### config.mk
export PLATFORM = sky130hd
export DESIGN_NAME = prio_chan_arb
export DESIGN_NICKNAME = d
export VERILOG_FILES = /design/src/rtl/prio_map_pkg.sv /design/src/rtl/prio_map_regs.sv /design/src/rtl/prio_host_pick.sv /design/src/rtl/prio_chan_arb.sv
export SDC_FILE = /design/constraint.sdc
export NUM_CORES = 1
export LEC_CHECK = 0
export BUFFER_PORTS_ARGS = -buffer_cell sky130_fd_sc_hd__buf_4
export CELL_PAD_IN_SITES_DETAIL_PLACEMENT = 1
export CELL_PAD_IN_SITES_GLOBAL_PLACEMENT = 2
export CORE_UTILIZATION = 41
export CTS_CLUSTER_DIAMETER = 60
export CTS_CLUSTER_SIZE = 16
export DETAILED_ROUTE_END_ITERATION = 6
export GPL_ROUTABILITY_DRIVEN = 0
export PLACE_DENSITY = 0.84
export SETUP_SLACK_MARGIN = 0.2
export SYNTH_ARGS = -nofsm -noshare
export SYNTH_HDL_FRONTEND = slang
export SYNTH_SLANG_ARGS = --single-unit
export TNS_END_PERCENT = 50
### constraint.sdc
create_clock -name clk -period 64.5 [get_ports clk]
set_clock_uncertainty 0.15 [all_clocks]
set_input_delay 6.45 -clock clk [delete_from_list [all_inputs] [get_ports clk]]
set_output_delay 6.45 -clock clk [all_outputs]
set_load 0.02 [all_outputs]
### src/rtl/prio_map_pkg.sv
package prio_map_pkg;

    localparam int MAX_SRC   = 32;
    localparam int SRC_W     = 5;
    localparam int CHAN_W    = 8;
    localparam int CHAN_LAST = 31;
    localparam int FAST_LAST = 1;
    localparam int NHOST     = 2;
    localparam int WORD_W    = 32;
    localparam int SRC_PER_W = WORD_W / CHAN_W;
    localparam int ADDR_W    = 8;
    localparam logic [CHAN_W-1:0] CHAN_RST = 8'd15;

    typedef enum logic [1:0] {
        OP_MAP_WR  = 2'd0,
        OP_HEN_WR  = 2'd1,
        OP_HEN_SET = 2'd2,
        OP_HEN_CLR = 2'd3
    } cfg_op_e;

    typedef struct packed {
        logic             valid;
        logic [SRC_W-1:0] src;
    } win_t;

    function automatic int map_regs(input int nsrc);
        return (nsrc + SRC_PER_W - 1) / SRC_PER_W;
    endfunction

    function automatic int host_lo(input int h);
        return (h == 0) ? 0 : FAST_LAST + 1;
    endfunction

    function automatic int host_hi(input int h);
        return (h == 0) ? FAST_LAST : CHAN_LAST;
    endfunction

endpackage

### src/rtl/prio_map_regs.sv
module prio_map_regs
    import prio_map_pkg::*;
#(
    parameter int NSRC = 32,
    localparam int NREG = map_regs(NSRC),
    localparam int AW   = (NREG > 1) ? $clog2(NREG) : 1
) (
    input  logic                     clk,
    input  logic                     rst,
    input  logic                     we_i,
    input  cfg_op_e                  op_i,
    input  logic [ADDR_W-1:0]        addr_i,
    input  logic [WORD_W-1:0]        wdata_i,
    output logic [NREG*WORD_W-1:0]   map_flat_o,
    output logic [NHOST-1:0]         hen_o
);

    logic [WORD_W-1:0] map_q [NREG];
    logic [NHOST-1:0]  hen_q;
    logic              addr_ok;
    logic              host_ok;

    assign addr_ok = {24'd0, addr_i} < NREG;
    assign host_ok = wdata_i < NHOST;

    always_ff @(posedge clk) begin
        if (rst) begin
            for (int k = 0; k < NREG; k++) begin
                map_q[k] <= {SRC_PER_W{CHAN_RST}};
            end
            hen_q <= '0;
        end else if (we_i) begin
            unique case (op_i)
                OP_MAP_WR:  if (addr_ok) map_q[addr_i[AW-1:0]] <= wdata_i;
                OP_HEN_WR:  hen_q <= wdata_i[NHOST-1:0];
                OP_HEN_SET: if (host_ok) hen_q[wdata_i[0]] <= 1'b1;
                OP_HEN_CLR: if (host_ok) hen_q[wdata_i[0]] <= 1'b0;
                default: ;
            endcase
        end
    end

    for (genvar k = 0; k < NREG; k++) begin : g_flat
        assign map_flat_o[k*WORD_W +: WORD_W] = map_q[k];
    end

    assign hen_o = hen_q;

endmodule

### src/rtl/prio_host_pick.sv
module prio_host_pick
    import prio_map_pkg::*;
#(
    parameter int NSRC = 32,
    parameter int LO   = 0,
    parameter int HI   = 1,
    localparam int NREG = map_regs(NSRC)
) (
    input  logic [NSRC-1:0]          pend_i,
    input  logic [NREG*WORD_W-1:0]   map_flat_i,
    output win_t                     win_o
);

    logic [NSRC-1:0] hit;

    for (genvar i = 0; i < NSRC; i++) begin : g_src
        logic [CHAN_W-1:0] ch;
        assign ch = map_flat_i[i*CHAN_W +: CHAN_W];
        if (LO == 0) begin : g_from_zero
            assign hit[i] = pend_i[i] && (ch <= CHAN_W'(HI));
        end else begin : g_from_lo
            assign hit[i] = pend_i[i] && (ch >= CHAN_W'(LO)) && (ch <= CHAN_W'(HI));
        end
    end

    always_comb begin
        logic [CHAN_W-1:0] best;
        best  = '1;
        win_o = '0;
        for (int i = 0; i < NSRC; i++) begin
            if (hit[i] && (map_flat_i[i*CHAN_W +: CHAN_W] < best)) begin
                best        = map_flat_i[i*CHAN_W +: CHAN_W];
                win_o.valid = 1'b1;
                win_o.src   = SRC_W'(i);
            end
        end
    end

endmodule

### src/rtl/prio_chan_arb.sv
module prio_chan_arb
    import prio_map_pkg::*;
#(
    parameter int NSRC = 32,
    localparam int NREG = map_regs(NSRC)
) (
    input  logic              clk,
    input  logic              rst,
    input  logic [NSRC-1:0]   pend_i,
    input  logic              cfg_we_i,
    input  logic [1:0]        cfg_op_i,
    input  logic [7:0]        cfg_addr_i,
    input  logic [31:0]       cfg_wdata_i,
    output logic              fast_irq_o,
    output logic              norm_irq_o,
    output logic              fast_valid_o,
    output logic [4:0]        fast_src_o,
    output logic              norm_valid_o,
    output logic [4:0]        norm_src_o
);

    logic [NREG*WORD_W-1:0] map_flat;
    logic [NHOST-1:0]       hen;
    win_t                   win_d [NHOST];
    win_t                   win_q [NHOST];
    logic [NHOST-1:0]       line_q;

    prio_map_regs #(.NSRC(NSRC)) u_regs (
        .clk        (clk),
        .rst        (rst),
        .we_i       (cfg_we_i),
        .op_i       (cfg_op_e'(cfg_op_i)),
        .addr_i     (cfg_addr_i),
        .wdata_i    (cfg_wdata_i),
        .map_flat_o (map_flat),
        .hen_o      (hen)
    );

    for (genvar h = 0; h < NHOST; h++) begin : g_host
        prio_host_pick #(
            .NSRC (NSRC),
            .LO   (host_lo(h)),
            .HI   (host_hi(h))
        ) u_pick (
            .pend_i     (pend_i),
            .map_flat_i (map_flat),
            .win_o      (win_d[h])
        );
    end

    always_ff @(posedge clk) begin
        if (rst) begin
            for (int h = 0; h < NHOST; h++) begin
                win_q[h] <= '0;
            end
            line_q <= '0;
        end else begin
            for (int h = 0; h < NHOST; h++) begin
                win_q[h]  <= win_d[h];
                line_q[h] <= win_d[h].valid & hen[h];
            end
        end
    end

    assign fast_irq_o   = line_q[0];
    assign norm_irq_o   = line_q[1];
    assign fast_valid_o = win_q[0].valid;
    assign fast_src_o   = win_q[0].src;
    assign norm_valid_o = win_q[1].valid;
    assign norm_src_o   = win_q[1].src;

endmodule

==> metrics.md, run 1 <==
| Metric | Value |
|---|---|
| Max Cap Viol | 0 |
| Largest net degree at the start of global routing | 53 |
| Via/cell ratio | 6.30 |
| Clock buffer count from CTS | 31 |
| CP max-delay cell | or4b_2 |
| Synthesized netlist net count | 3770 |
| Initial core utilization | 0.416 |
| Chip Height | 269 um |
| Tmin final | 61.48 ns |
| CP peak stage delay | 0.64 ns |
| Deepest clock path buffer count | 3 |
| Count of final hold-check violations | 0 |
| First-pass GRT wire length | 169 mm |
| Wl on met1 | 49.0 mm |
| Status | complete, no violations |
| Clock Tree Root | clkbuf_16 |
| Post-Place Cells | 4282 |
| Vias | 27700 |
| Cells after synthesis | 3317 |
| Final setup fails | 0 |
| CP dominant cell by count | ha_1 |
| Cell variety after synth | 146 |
| # fillers | 8210 |
| Fraction of layout cells with a size suffix above 1 | 0.174 |
| Synth Cell Area | 29300 sq um |
| Fmax | 16.3 MHz |
| Average wire per standard cell | 25.3 um |
| Post-route DRC | 0 |
| Worst rel slew slack | 0.157 |
| P per Cell Area | 20.3 nW/um^2 |
| CTS tree | yes |
| Final wirelength | 111 mm |
| Core Footprint | 70400 sq um |
| H-tree levels | 1 |
| Finished Layout Cells | 4394 |
| Routed length on met3 | 6.30 mm |
| Metal2 WL | 52.4 mm |
| Gr ovfl total | 0 |
| Clock Pin Slew Worst Setup and Hold Paths | 0.07 ns |
| Clk sink count | 272 |
| Placed cell area | 31000 sq um |
| Most frequent cells in the layout | ha_1 (375), edfxtp_1 (256), nand2_1 (219) |
| GRT Overall Usage | 0.295 |
| Slew at the pin closest to its max-slew limit | 1.26 ns |
| Slew Viols, Final | 0 |
| Initial antenna violation count | 17 |
| Later-pin clock latency in the skew report | 0.59 ns |
| CP arrival | 61.80 ns |
| RSZ-0062 raised after global routing | yes |
| VDD IR max | 0.0225 mV |
| Final net count | 3882 |
| ANT nets after route | 0 |
| Top Layer Used | met5 |
| CP Capture Type | flip-flop |
| Final Instance Area | 33000 sq um |
| CP Max Fanout | 13 |
| Leak Pwr | 0.0146 uW |
| Initial drt markers | 2169 |
| HPWL after DPL | 83.7 mm |
| Critical path startpoint category | input port |
| Period utilization | 0.953 |
| Mapped Avg Cell Area | 8.83 sq um |
| Critical path class | input port to flip-flop |
| # rows | 97 |
| Commonest non-fill, non-tap cell in the layout | ha_1 |
| PortBufs | 90 |
| Async set-reset flop share out of synthesis | 0 |
| Pre-antenna DRT Iters | 5 |
| Sequential-to-total area share from yosys stat | 0.273 |
| Die extent in x | 269 um |
| Die area | 72500 sq um |
| I/O pin count | 91 |
| Hold Path Class | flip-flop to flip-flop |
| Area Overhead vs Synth | 12.5% |
| Worst EP required | 64.82 ns |
| Yosys reg bits | 272 |
| Ys Warns | 0 |
| Number of global-route vias before repair | 28200 |
| Number of synthesized flops with an enable pin | 256 |
| Synth Flop Type | edfxtp_1 |
-- worst max-delay path: cells and delay by family --
| kind | cells | cell delay (ns) |
|---|---|---|
| AOI/OAI and AO/OA | 107 | 21.40 |
| adders and majority gates | 31 | 8.24 |
| buffers and inverters | 25 | 2.47 |
| muxes | 10 | 2.98 |
| and+or+nand+nor | 122 | 20.16 |
-- cells in the mapped netlist (11+ instances only) --
| cell | n | area share |
|---|---|---|
| ha_1 | 376 | 0.16 |
| edfxtp_1 | 256 | 0.26 |
| nand2_1 | 225 | 0.029 |
| nor2_1 | 215 | 0.028 |
| a21oi_1 | 197 | 0.034 |
| nand2b_1 | 183 | 0.039 |
| and2_1 | 157 | 0.034 |
| o21ai_0 | 137 | 0.023 |
| inv_1 | 135 | 0.017 |
| or3_1 | 123 | 0.026 |
| a21o_1 | 109 | 0.028 |
| or2_2 | 93 | 0.020 |
| clkbuf_1 | 73 | 0.0094 |
| nor3_1 | 71 | 0.012 |
| nand3_1 | 69 | 0.012 |
| nand4_1 | 50 | 0.011 |
| nor4_1 | 45 | 0.0096 |
| nor2b_1 | 43 | 0.0092 |
| o21a_1 | 34 | 0.0087 |
| mux2i_1 | 32 | 0.011 |
| and3_1 | 31 | 0.0066 |
| a211oi_1 | 30 | 0.0077 |
| mux2_2 | 28 | 0.011 |
| o211ai_1 | 26 | 0.0067 |
| nand3b_1 | 25 | 0.0064 |
| a31oi_1 | 24 | 0.0051 |
| o21bai_1 | 23 | 0.0059 |
| a211o_1 | 20 | 0.0060 |
| or4b_2 | 20 | 0.0068 |
| maj3_1 | 19 | 0.0065 |
| and4_1 | 18 | 0.0054 |
| or4_1 | 17 | 0.0044 |
| dfxtp_1 | 16 | 0.011 |
| nor4b_1 | 15 | 0.0045 |
| o21ai_1 | 14 | 0.0024 |
| xnor2_1 | 13 | 0.0039 |
| buf_4 | 12 | 0.0031 |
| buf_2 | 11 | 0.0019 |
| o31ai_1 | 11 | 0.0028 |
-- path summary, 6_finish.rpt --
check | startpoint | to | slack [ns] | cells after the start
setup reg to reg | u_regs.map_q[0][1] | line_q[1] | 7.76 | 294
hold / removal | u_regs.hen_o[1] | line_q[1] | 0.37 | 2
hold reg to reg | u_regs.hen_o[1] | line_q[1] | 0.37 | 2
setup / recovery | pend_i[0] | line_q[1] | 3.02 | 295
-- what timing repair did --
action | in CTS | in global routing
hold buffers | 0 | 0
gates resized for setup | 27 | 102
setup buffers | 7 | 47
pin swaps | 3 | 24
endpoints found under the setup margin | 7 | 14
-- cells by family after synthesis --
group	after synthesis	share of synthesized area
simple gates	1483	0.288
compound gates	841	0.206
fa+ha+maj	396	0.168
flops	272	0.273
buf+inv	243	0.0347
mux	68	0.0263
xor+xnor	14	0.00419
-- report_power, final --
part,internal [uW],switching [uW]
combinational,110,157
clock,95.8,85.2
sequential,203,18.1
total,409,260
-- cell type report --
type                       instances  area, sq um  share of cell area
antenna                            5         12.5            0.000380
clock buffer                      31          776              0.0235
clock inverter                    22          262             0.00793
inverter                         140          526              0.0159
multi-input combinational       2802        20800               0.632
sequential                       272         8010               0.243
tap                              940         1180              0.0357
timing repair buffer             182         1370              0.0416
-- metrics by stage --
stage | hold slack, ns | setup WS, ns | setup TNS, ns | power, uW | utilization
final | 0.365 | 3.02 | 0 | 669 | 0.468
after CTS | 0.370 | 0.286 | 0 | 657 | 0.457
after detailed placement | 0.351 | -3.07 | -20.38 | 473 | 0.440
after global routing | 0.388 | -0.253 | -1.43 | 704 | 0.468
after floorplan | 0.275 | 4.30 | 0 | 392 | -
after global placement | 0.340 | -0.0269 | -0.0269 | 460 | 0.440
-- per-layer routing --
layer,GRT usage,vias to the layer above
met3,0.0339,189
li1,-,12800
met4,0.0839,6
met2,0.501,864
met1,0.393,13800
met5,0,-
-- registers in the layout (all words and copies together) (netlist names) --
register and flops:
u_regs.hen_o 2, line_q 2, u_regs.map_q 256, win_q 12
Power figures use the tool's default switching activity.
==> run 2: changes to the inputs <==
--- a/config.mk
+++ b/config.mk
@@ -8,12 +8,12 @@
 export BUFFER_PORTS_ARGS = -buffer_cell sky130_fd_sc_hd__buf_4
 export CELL_PAD_IN_SITES_DETAIL_PLACEMENT = 1
 export CELL_PAD_IN_SITES_GLOBAL_PLACEMENT = 2
-export CORE_UTILIZATION = 41
+export CORE_UTILIZATION = 44
 export CTS_CLUSTER_DIAMETER = 60
 export CTS_CLUSTER_SIZE = 16
 export DETAILED_ROUTE_END_ITERATION = 6
 export GPL_ROUTABILITY_DRIVEN = 0
-export PLACE_DENSITY = 0.84
+export PLACE_DENSITY = 0.89
 export SETUP_SLACK_MARGIN = 0.2
 export SYNTH_ARGS = -nofsm -noshare
 export SYNTH_HDL_FRONTEND = slang
==> constraint.sdc (replaced) <==
create_clock -name clk -period 78 [get_ports clk]
set_clock_uncertainty 0.15 [all_clocks]
set_input_delay 7.8 -clock clk [delete_from_list [all_inputs] [get_ports clk]]
set_output_delay 7.8 -clock clk [all_outputs]
set_load 0.02 [all_outputs]
==> metrics.md, run 2 (synthesis gave the netlist of run 1 again) <==
| Metric | Value |
|---|---|
| Via/cell ratio | 6.44 (+2.3%) |
| Chip Height | 260 um (-3.4%) |
| Slew Viols, Final | 0 (unchanged) |
| Commonest non-fill, non-tap cell in the layout | ha_1 |
| Worst r2r dst | win_q[0][6] |
| Vias | 27400 (-1.0%) |
| Gr ovfl total | 0 (unchanged) |
| CP Launch Point | pend_i[0] |
| TNS Setup | 0 ns (unchanged) |
| Initial antenna violation count | 21 (+4) |
| CTS tree | yes |
| Fraction of layout cells with a size suffix above 1 | 0.131 (-0.0434) |
| Fmax | 13.9 MHz |
| Count of final hold-check violations | 0 (unchanged) |
| Worst Hold Launch | u_regs.hen_o[0] |
| Worst setup slack after placement | 6.89 ns (+9.96 ns) |
| Final wirelength | 109 mm (-2.3%) |
| Worst EP required | 78.29 ns (+13.47 ns) |
| Clock Tree Root | clkbuf_16 |
| Slew at the pin closest to its max-slew limit | 1.40 ns (+0.145 ns) |
| Top flop regs | u_regs.map_q x256, win_q x12 |
| R2r startpoint | u_regs.map_q[0][1] |
| ANT nets after route | 0 (unchanged) |
| Final setup fails | 0 (unchanged) |
| Top reg by flops | u_regs.map_q |
| HPWL after DPL | 82.7 mm (-1.2%) |
| CP peak stage delay | 0.88 ns (+0.24 ns) |
| Tmin final | 71.94 ns |
| Final Instance Area | 31800 sq um (-3.5%) |
| Core Footprint | 65900 sq um (-6.4%) |
| Die extent in x | 260 um (-3.4%) |
| I/O pin count | 91 (unchanged) |
| Most frequent cells in the layout | ha_1 (376), edfxtp_1 (256), nand2_1 (225) |
| Deepest clock path buffer count | 3 (unchanged) |
| Worst rel slew slack | 0.0519 (-0.106) |
| H-tree levels | 1 (unchanged) |
| Status | complete, no violations |
| Pre-antenna DRT Iters | 6 (+1) |
| Later-pin clock latency in the skew report | 0.59 ns (about the same) |
| CTS Hold Buffers Added | 0 (unchanged) |
| Area Overhead vs Synth | 8.56% |
| Slack of the critical path | 6.06 ns (+3.04 ns) |
| Die area | 67600 sq um (-6.8%) |
| Period utilization | 0.922 |
| CP arrival | 72.23 ns (+10.43 ns) |
| Post-layout util | 0.483 (+0.0145) |
| Clk sink count | 272 (unchanged) |
| Largest net degree at the start of global routing | 54 (+1.9%) |
| CP dominant cell by count | nand2_1 |
| Reg2Reg Setup Slack | 12.20 ns (+4.44 ns) |
| Resize count post-CTS | 0 (-100%) |
| Critical path startpoint category | input port |
| Post-route DRC | 0 (unchanged) |
| Max Cap Viol | 0 (unchanged) |
| Average wire per standard cell | 25.6 um (+1.0%) |
| Leak Pwr | 0.0142 uW (-2.7%) |
| P per Cell Area | 17.1 nW/um^2 (-16%) |
| GRT Overall Usage | 0.316 (+0.0206) |
| Worst Setup EP | win_q[0][6] |
| Placed cell area | 30700 sq um (-0.77%) |
| CP Capture Type | flip-flop |
| Final net count | 3808 (-1.9%) |
| Initial core utilization | 0.445 (+0.0286) |
| Clock Pin Slew Worst Setup and Hold Paths | 0.07 ns (about the same) |
| FF-to-FF path depth | 291 (-1.0%) |
| First-pass GRT wire length | 166 mm (-1.9%) |
| Number of global-route vias before repair | 28100 (-0.29%) |
| VDD IR max | 0.0187 mV (-17%) |
| Clock buffer count from CTS | 30 (-3.2%) |
| Max FFs per register | 256 (unchanged) |
| Setup Buffers After CTS | 0 (-7) |
| CP Max Fanout | 16 (+3) |
| CP max-delay cell | a2111oi_0 |
| Initial drt markers | 2467 (+14%) |
| Critical path class | input port to flip-flop |
| Hold Path Class | flip-flop to flip-flop |
| PortBufs | 90 (unchanged) |
| RSZ-0062 raised after global routing | no |
| # rows | 94 (-3.1%) |
[run 2: cell types whose count changed in the layout (fill, tap and decap cells not counted), moves of 4 or more]
| cell | delta |
|---|---|
| nand2_1 | +6 |
| nand2_2 | -5 |
| a21oi_2 | -13 |
| o21ai_0 | +7 |
| a2111oi_0 | +6 |
| a211oi_1 | +5 |
| buf_4 | -72 |
| nor2_1 | +5 |
| a21oi_1 | +14 |
| a31oi_1 | +4 |
[run 2: worst min-delay path by stage]
| stage | to | slack (ns) | cells past startpoint |
|---|---|---|---|
| floorplan | line_q[1] | 0.27 | 2 |
| global placement | line_q[0] | 0.32 | 1 |
| detailed placement | line_q[0] | 0.32 | 1 |
| CTS | line_q[0] | 0.34 | 1 |
| global route | line_q[0] | 0.37 | 1 |
| finish | line_q[0] | 0.34 | 1 |
[run 2: through the flow]
step	cells	hold WS (ns)	power, uW
global placement	4187	0.321	377
CTS	4242	0.344	543
global route	4243	0.367	573
floorplan	3317	0.275	324
finish	4250	0.344	544
detailed placement	4187	0.321	390
[run 2: worst max-delay path: cells and delay by family]
kind / cells / cell delay [ns]
compound gates: 113 / 28.74
fa+ha+maj: 31 / 8.22
buf+inv: 21 / 1.90
mux: 10 / 3.32
simple gates: 117 / 22.17
[run 2: layout make-up]
class                   instances  area (sq um)
diodes                          8          20.0
clock buffers                  33           783
clock inverters                22           262
fillers                      7732         34100
inverters                     140           526
multi-input cells            2802         20300
flip-flops and latches        272          8010
well taps                     864          1080
repair buffers                109           818
[run 2: metal layers]
metal / track usage / share of wire / up-vias
li1: - / - / 12600
met1: 0.419 / 0.43 / 13600
met2: 0.532 / 0.47 / 932
met3: 0.0353 / 0.066 / 221
met4: 0.104 / 0.035 / 8
met5: 0 / 0.00052 / -
[run 2: report_power, final]
group          switching, uW  internal [uW]  total (uW)
Clock                   69.5           82.3         152
Sequential              15.0            168         183
Combinational            124           85.7         210
Total                    209            336         544
